===== config.mk =====
export PLATFORM = sky130hd
export DESIGN_NAME = cond_bit_unit
export DESIGN_NICKNAME = d
export VERILOG_FILES = /design/src/rtl/cond_bit_pkg.sv /design/src/rtl/cond_bit_ctrl.sv /design/src/rtl/cond_bit_datapath.sv /design/src/rtl/cond_bit_unit.sv
export SDC_FILE = /design/constraint.sdc
export NUM_CORES = 1
export LEC_CHECK = 0
export BUFFER_PORTS_ARGS = -buffer_cell sky130_fd_sc_hd__buf_2
export CAP_MARGIN = 10
export CORE_ASPECT_RATIO = 0.8
export CORE_MARGIN = 2
export CORE_UTILIZATION = 56
export DETAILED_ROUTE_END_ITERATION = 6
export HOLD_SLACK_MARGIN = 0.03
export PLACE_DENSITY = 0.87
export SYNTH_ARGS = -nofsm -noshare
export SYNTH_HDL_FRONTEND = slang
export SYNTH_SLANG_ARGS = --single-unit

===== constraint.sdc =====
create_clock -name clk -period 2.35 [get_ports clk]
set_input_delay 0.1175 -clock clk [delete_from_list [all_inputs] [get_ports clk]]
set_output_delay 0.1175 -clock clk [all_outputs]
set_load 0.02 [all_outputs]

===== src/rtl/cond_bit_pkg.sv =====
`timescale 1ns/1ps
package cond_bit_pkg;

  typedef enum logic [3:0] {
    OP_IDLE  = 4'd0,
    OP_JMPC  = 4'd1,
    OP_JRELC = 4'd2,
    OP_TZ    = 4'd3,
    OP_TNZ   = 4'd4,
    OP_TBGT  = 4'd5,
    OP_TBLE  = 4'd6,
    OP_BSET  = 4'd7,
    OP_BCLR  = 4'd8,
    OP_BGET  = 4'd9,
    OP_BPUT  = 4'd10
  } opKind_e;

  typedef enum logic [2:0] {
    FS_ZERO  = 3'd0,
    FS_NZERO = 3'd1,
    FS_BGTA  = 3'd2,
    FS_BLEA  = 3'd3,
    FS_BIT   = 3'd4
  } flagSrc_e;

  typedef struct packed {
    logic     flagLoad;
    flagSrc_e flagSrc;
    logic     wrReq;
    logic     wrNeedsFlag;
    logic     clearMask;
    logic     isJump;
  } ctrlStrobe_t;

endpackage


===== src/rtl/cond_bit_ctrl.sv =====
`timescale 1ns/1ps
module cond_bit_ctrl
  import cond_bit_pkg::*;
(
  input  logic        opValid,
  input  logic [3:0]  opSel,
  output ctrlStrobe_t strobe
);

  opKind_e kind;

  always_comb begin
    kind   = opKind_e'(opSel);
    strobe = '0;
    strobe.flagSrc = FS_ZERO;
    if (opValid) begin
      unique case (kind)
        OP_JMPC, OP_JRELC: strobe.isJump = 1'b1;
        OP_TZ:   begin strobe.flagLoad = 1'b1; strobe.flagSrc = FS_ZERO;  end
        OP_TNZ:  begin strobe.flagLoad = 1'b1; strobe.flagSrc = FS_NZERO; end
        OP_TBGT: begin strobe.flagLoad = 1'b1; strobe.flagSrc = FS_BGTA;  end
        OP_TBLE: begin strobe.flagLoad = 1'b1; strobe.flagSrc = FS_BLEA;  end
        OP_BGET: begin strobe.flagLoad = 1'b1; strobe.flagSrc = FS_BIT;   end
        OP_BSET: strobe.wrReq = 1'b1;
        OP_BCLR: begin strobe.wrReq = 1'b1; strobe.clearMask = 1'b1; end
        OP_BPUT: begin strobe.wrReq = 1'b1; strobe.wrNeedsFlag = 1'b1; end
        default: strobe = strobe;
      endcase
    end
  end

endmodule


===== src/rtl/cond_bit_datapath.sv =====
`timescale 1ns/1ps
module cond_bit_datapath
  import cond_bit_pkg::*;
#(
  parameter int DATA_W = 32
) (
  input  logic              clk,
  input  logic              rstN,
  input  ctrlStrobe_t       strobe,
  input  logic [DATA_W-1:0] regA,
  input  logic [DATA_W-1:0] regB,
  output logic [DATA_W-1:0] resValue,
  output logic              resWe,
  output logic              flag,
  output logic              takeBranch
);

  localparam int IDX_W = (DATA_W > 1) ? $clog2(DATA_W) : 1;
  localparam logic [DATA_W-1:0] IDX_LIMIT = DATA_W'(DATA_W);

  logic              flagQ;
  logic              idxInRange;
  logic [DATA_W-1:0] bitMask;
  logic              selBit;
  logic              nextFlag;
  logic              writeFire;
  logic [DATA_W-1:0] newValue;

  assign idxInRange = (regB < IDX_LIMIT);

  genvar gi;
  generate
    for (gi = 0; gi < DATA_W; gi++) begin : g_mask
      assign bitMask[gi] = idxInRange && (regB[IDX_W-1:0] == IDX_W'(gi));
    end
  endgenerate

  assign selBit = |(regA & bitMask);

  always_comb begin
    unique case (strobe.flagSrc)
      FS_ZERO:  nextFlag = (regA == '0);
      FS_NZERO: nextFlag = (regA != '0);
      FS_BGTA:  nextFlag = (regB > regA);
      FS_BLEA:  nextFlag = (regB <= regA);
      FS_BIT:   nextFlag = selBit;
      default:  nextFlag = 1'b0;
    endcase
  end

  assign writeFire = strobe.wrReq && (!strobe.wrNeedsFlag || flagQ);
  assign newValue  = strobe.clearMask ? (regA & ~bitMask) : (regA | bitMask);

  always_ff @(posedge clk or negedge rstN) begin
    if (!rstN) begin
      flagQ    <= 1'b0;
      resWe    <= 1'b0;
      resValue <= '0;
    end else begin
      if (strobe.flagLoad) flagQ <= nextFlag;
      resWe <= writeFire;
      if (writeFire) resValue <= newValue;
    end
  end

  assign flag       = flagQ;
  assign takeBranch = strobe.isJump && flagQ;

endmodule


===== src/rtl/cond_bit_unit.sv =====
`timescale 1ns/1ps
module cond_bit_unit
  import cond_bit_pkg::*;
#(
  parameter int DATA_W = 32
) (
  input  logic              clk,
  input  logic              rstN,
  input  logic              opValid,
  input  logic [3:0]        opSel,
  input  logic [DATA_W-1:0] regA,
  input  logic [DATA_W-1:0] regB,
  output logic [DATA_W-1:0] resValue,
  output logic              resWe,
  output logic              flag,
  output logic              takeBranch
);

  ctrlStrobe_t strobe;

  cond_bit_ctrl uCtrl (
    .opValid (opValid),
    .opSel   (opSel),
    .strobe  (strobe)
  );

  cond_bit_datapath #(.DATA_W(DATA_W)) uData (
    .clk        (clk),
    .rstN       (rstN),
    .strobe     (strobe),
    .regA       (regA),
    .regB       (regB),
    .resValue   (resValue),
    .resWe      (resWe),
    .flag       (flag),
    .takeBranch (takeBranch)
  );

endmodule


Word-level counts from Yosys, hierarchy flattened
Cells that the tools add are included.
{ "totals": {"regBits": 34, "out_inout_bits": 35, "elab_cells": 106} }
{ "classes": {"magnitude_cmp": 3, "n_eq_ne": 45, "muxes": 8, "bitwise_logic": 4, "n_reduce_logical": 43} }
{ "op_table": {"columns": ["cell", "count"], "rows": [
  ["5-bit == test (second input constant)", 16],
  ["32-bit bitwise AND", 2],
  ["5-bit by 4-bit == test with 1-bit output (second input constant)", 8],
  ["1-bit logical AND", 34],
  ["32-bit greater-than comparator", 1],
  ["32-bit less-or-equal comparator", 1],
  ["32-bit logical NOT", 1],
  ["32-bit by 6-bit < comparator with 1-bit output (second input constant)", 1],
  ["32-bit two-way mux", 1],
  ["32-bit NOT", 1],
  ["32-bit OR", 1],
  ["32-bit nonzero test", 1],
  ["32-bit OR reduction", 1],
  ["5-bit by 3-bit == test with 1-bit output (second input constant)", 4],
  ["4-bit one-hot mux with 5 select lines", 1],
  ["4-bit by 3-bit == test with 1-bit output (second input constant)", 4],
  ["4-bit == test (second input constant)", 3],
  ["5-bit by 2-bit == test with 1-bit output (second input constant)", 2],
  ["4-bit by 2-bit == test with 1-bit output (second input constant)", 2],
  ["8-bit two-way mux", 1],
  ["3-bit by 2-bit == test with 1-bit output (second input constant)", 2],
  ["5-bit by 1-bit == test with 1-bit output (second input constant)", 1],
  ["5-bit logical NOT", 1],
  ["1-bit one-hot mux with 5 select lines", 1],
  ["other kinds (9)", 12]
]} }

Logic depth before layout (Yosys ltp)
{ "depth": {"word_depth": 7, "mapped_depth": 10, "ltp_nobuf": 9} }

By module
A second synthesis with hierarchy kept.
{ "hier_totals": {"cells_unflattened": 418, "area_unflattened_um2": 3278.1} }
{ "by_module_without_submodules": {"columns": ["mod", "instances", "cells_each", "area_per_inst_um2"], "rows": [
  ["cond_bit_datapath", 1, 397, 3136.8],
  ["cond_bit_ctrl", 1, 21, 141.4]
]} }

Worst setup path before layout
OpenSTA, ideal clock, no wires.
{ "synth_timing": {"kind": "input port to flip-flop", "from": "in regB[0]", "to": "reg uData.flagQ, in the netlist uData.flag", "setup_time_ns": 0.131, "arrival_ns": 1.853, "required_time_ns": 2.219, "path_slack_ns": 0.367, "cell_stages": 10, "path_buffers": 1, "path_cell_list": "buf_2 inv_1 ha_1 nand4_1 or4_1 nor4_1 o22ai_1 nor2_1 mux2i_1 nand3_1"} }
{ "synth_between": {"elab_chain_len": 5, "word_cells_on_any_way": 70} }
{ "synth_rtl": {"columns": ["item", "line_no", "text"], "rows": [
  ["start: declaration", "cond_bit_unit.sv:12", "input logic [DATA_W-1:0] regB,"],
  ["32-bit by 6-bit < comparator with 1-bit output (tied with other cells)", "cond_bit_datapath.sv:29", "assign idxInRange = (regB < IDX_LIMIT);"],
  ["1-bit logical AND", "cond_bit_datapath.sv:34", "assign bitMask[gi] = idxInRange && (regB[IDX_W-1:0] == IDX_W'(gi));"],
  ["32-bit bitwise AND", "cond_bit_datapath.sv:38", "assign selBit = |(regA & bitMask);"],
  ["32-bit OR reduction", "cond_bit_datapath.sv:38", null],
  ["1-bit one-hot mux with 5 select lines (*)", "cond_bit_datapath.sv:41", "unique case (strobe.flagSrc)"],
  ["end signal: assignment", "cond_bit_datapath.sv:60", "if (strobe.flagLoad) flagQ <= nextFlag;"],
  ["end: declaration", "cond_bit_datapath.sv:21", "logic flagQ;"]
]} }
Every way passes the cells marked *; elsewhere a longest branch is shown, timed or not.
A chain may end at the register's enable or synchronous reset.

Final worst setup path
{ "layout_timing": {"from": "in regA[10]", "to": "reg uData.flagQ, in the netlist uData.flag"} }
{ "layout_between": {"elab_chain_len": 3, "word_cells_on_any_way": 7} }
{ "layout_rtl": {"columns": ["item", "line_no", "text"], "rows": [
  ["start: declaration", "cond_bit_unit.sv:11", "input logic [DATA_W-1:0] regA,"],
  ["branches (longest 2 deep; another with 32-bit less-or-equal comparator)", null, null],
  ["1-bit one-hot mux with 5 select lines (*)", "cond_bit_datapath.sv:41", null]
]} }
Mark *: on every way between the ends.

==> flow_summary.toml <==
[logic_synthesis]
ys_warn_count = 0
netlist_top_cells_count = "nand2_1, inv_1, mux2i_1"
synth_ff_type = "dfrtp_1"
yosysMostFrequentCell = "nand2_1"
synth_top_cell_by_area = "dfrtp_1"
synth_edf_count = 0
synth.area.top_cells = "dfrtp_1, ha_1, mux2i_1"
netlist_area_mm2 = 0.00331
synth_top_cell_area_share = 0.257
ys_seq_area_frac = 0.257
syn_nets = 519
syn-mean-instance-area_um2 = 7.96
synthDistinctLibCells = 50
async_flop_share = 1.00
ys_seq_elements = 34
synthCells = 416

[detailed_routing]
drtIter0Drc = 343
drc = 0
routed_via_density = 5.93
vias = 3569
wl_per_cell_um = 17.3
finalWirelength_mm = 10.4
dr.pass1.iters = 5
postRouteAntennaNets = 0

[die]
io_pins = 106
initial_core_util = 0.569
die_w_um = 90.0
dieArea_mm2 = 0.00655
row_count = 25
coreArea_mm2 = 0.00582
die-height_um = 72.8

[pwr]
p_leak_uw = 0.00200
power.internal_uw = 1280
switching_power_uw = 840
seqPwrFrac = 0.381
powerDensity_mw_per_mm2 = 521
power_frac_comb = 0.403
switching_share = 0.397
p_clk_frac = 0.216
power.total_uw = 2120
ir_drop_mv = 0.467

[critical_path]
start_kind = "input pin"
arrival_ns = 2.20
r2r_start = "uData.flag"
required_ns = 2.52
r2r_cells = 5
crit_path_top_delay_cell = "or4_1"
max_stage_delay_ns = 0.62
rr_endpoint = "uData.resValue[8]"
cp_num_buf_inv = 2
crit_fanout = 4
critPathLaunch = "regA[10]"
path_delay_family = "simple AND/OR/NAND/NOR gates"
r2r_setup_slack_ns = 0.69
cp_cell_sequence = "buf_2, inv_1, ha_1, nand4_1, or4_1, nor4_1, o22ai_1, nor2_1, mux2i_1, nand3_1"
critPathKind = "in2reg"
cp-end-kind = "register"

[sta]
max_slew.worst_pin.slew_ns = 0.752
whs_ns = 0.149
setup_viol = 0
setup_tns_ns = 0
finalCritPeriodShare = 0.863
finalHoldViolCount = 0
max_freq_mhz = 493
rsz0062_at_grt = "no"
period_needed_ns = 2.03
slew_violations = 0
max_slew_margin = 0.498
finClkSkew_ns = 0.0125
setup_ws_ns = 0.322

[global_routing]
grt_usage = 0.327
grt_pass1_wl_mm = 17.1
antenna_found_initial = 0
grt_start_max_net_pins = 66
grt_pass1_vias = 3540
grt_overflow = 0

[run]
cap_viol_max_count = 0

[clock_tree]
cts_max_level = 2
clk_path_buf_depth = 2
clkSinkCount = 34
cts_made_buffers = 5
clk_pin_slew_ns = 0.08
cts_tree = "yes"
clk-insertion-delay-late_ns = 0.29
cts-root-buf = "clkbuf_8"

[place]
dp_hpwl_mm = 8.33
gp_congestion = 1.03
numPortBuffers = 105
pre_cts_ws_ns = 0.0540

[min_path]
hold_path.class = "in2reg"
hp-start = "regA[24]"
min_path_cells = 3
hold_end = "uData.resValue[24]"

[outcome]
status = "finished, final reports clean"

[layout]
syn2layout_area_growth_pct = 22.6
antenna_cells = 0
multi_input_area_mm2 = 0.00224
nNetsFinal = 623
drive_above_1_share = 0.271
nFillCells = 514
register_area_um2 = 851
==> metrics by stage <==
stage	instances	instance area (µm²)	util
2_1_floorplan	416	3310	-
3_3_place_gp	593	3960	0.681
3_5_place_dp	593	3960	0.681
4_1_cts	602	4060	0.698
5_1_grt	602	4060	0.698
6_report	602	4060	0.698
==> worst max-delay path by stage <==
stage	slack [ns]	cells after the start	to
after detailed placement	0.05	10	uData.flag
after CTS	0.37	10	uData.flag
final	0.32	10	uData.flag
after global placement	0.18	10	uData.flag
after global routing	0.15	10	uData.flag
after floorplan	0.37	10	uData.flag
==> final cells by class <==
class | count | area share
Clock buffer | 7 | 0.0213
Tap cell | 81 | 0.0250
Clock inverter | 1 | 0.00123
Inverter | 38 | 0.0351
Sequential cell | 34 | 0.209
Timing Repair Buffer | 117 | 0.155
Multi-Input combinational cell | 324 | 0.553
==> placed cells by master, fill, tap and decap left out, drive strengths merged, types with 13 or more instances in the layout <==
master	n
buf	116
nand2	62
o21ai	44
inv	38
mux2i	37
dfrtp	34
nor2	33
ha	32
nor4	20
a21oi	16
nand4	13
==> power groups by stage <==
stage	logic, µW	registers [µW]	clock network (µW)
global placement	821	810	0
detailed placement	848	818	0
CTS	852	807	461
floorplan	304	998	0
finish	853	806	457
global route	934	828	484
==> flip-flops by register name, indices dropped and copies added, names as in the netlist <==
signal,count
uData.flag,1
uData.resWe,1
uData.resValue,32
==> metal layers <==
metal  track usage  share of wire
met4         0.115          0.028
met1         0.429           0.42
met5             0              0
met3        0.0754           0.10
met2         0.539           0.45
==> worst register-to-register path: cells and delay by family (launching register included) <==
family | cells | cell delay, ns
AOI/OAI and AO/OA | 2 | 0.35
DFF | 1 | 0.44
buffers and inverters | 1 | 0.45
and+or+nand+nor | 2 | 0.27
==> cell families (layout without fill, tap and decap cells) <==
family / after synthesis / in the layout / synth area share
adders and majority gates: 32 / 32 / 0.121
xor gates and xnor gates: 1 / 1 / 0.00264
buffers and inverters: 58 / 163 / 0.0691
muxes: 42 / 42 / 0.139
DFF: 34 / 34 / 0.257
and+or+nand+nor: 173 / 173 / 0.281
AOI/OAI and AO/OA: 76 / 76 / 0.131
==> what timing repair did <==
| action | 4_1_cts | 5_1_grt |
|---|---|---|
| endpoints found under the setup margin | 0 | 0 |
| setup buffers | 0 | 0 |
| resized for setup | 0 | 0 |
| hold buffers | 1 | 0 |
| endpoints found under the hold margin | 34 | 0 |
(Power assumes the default switching activity.)
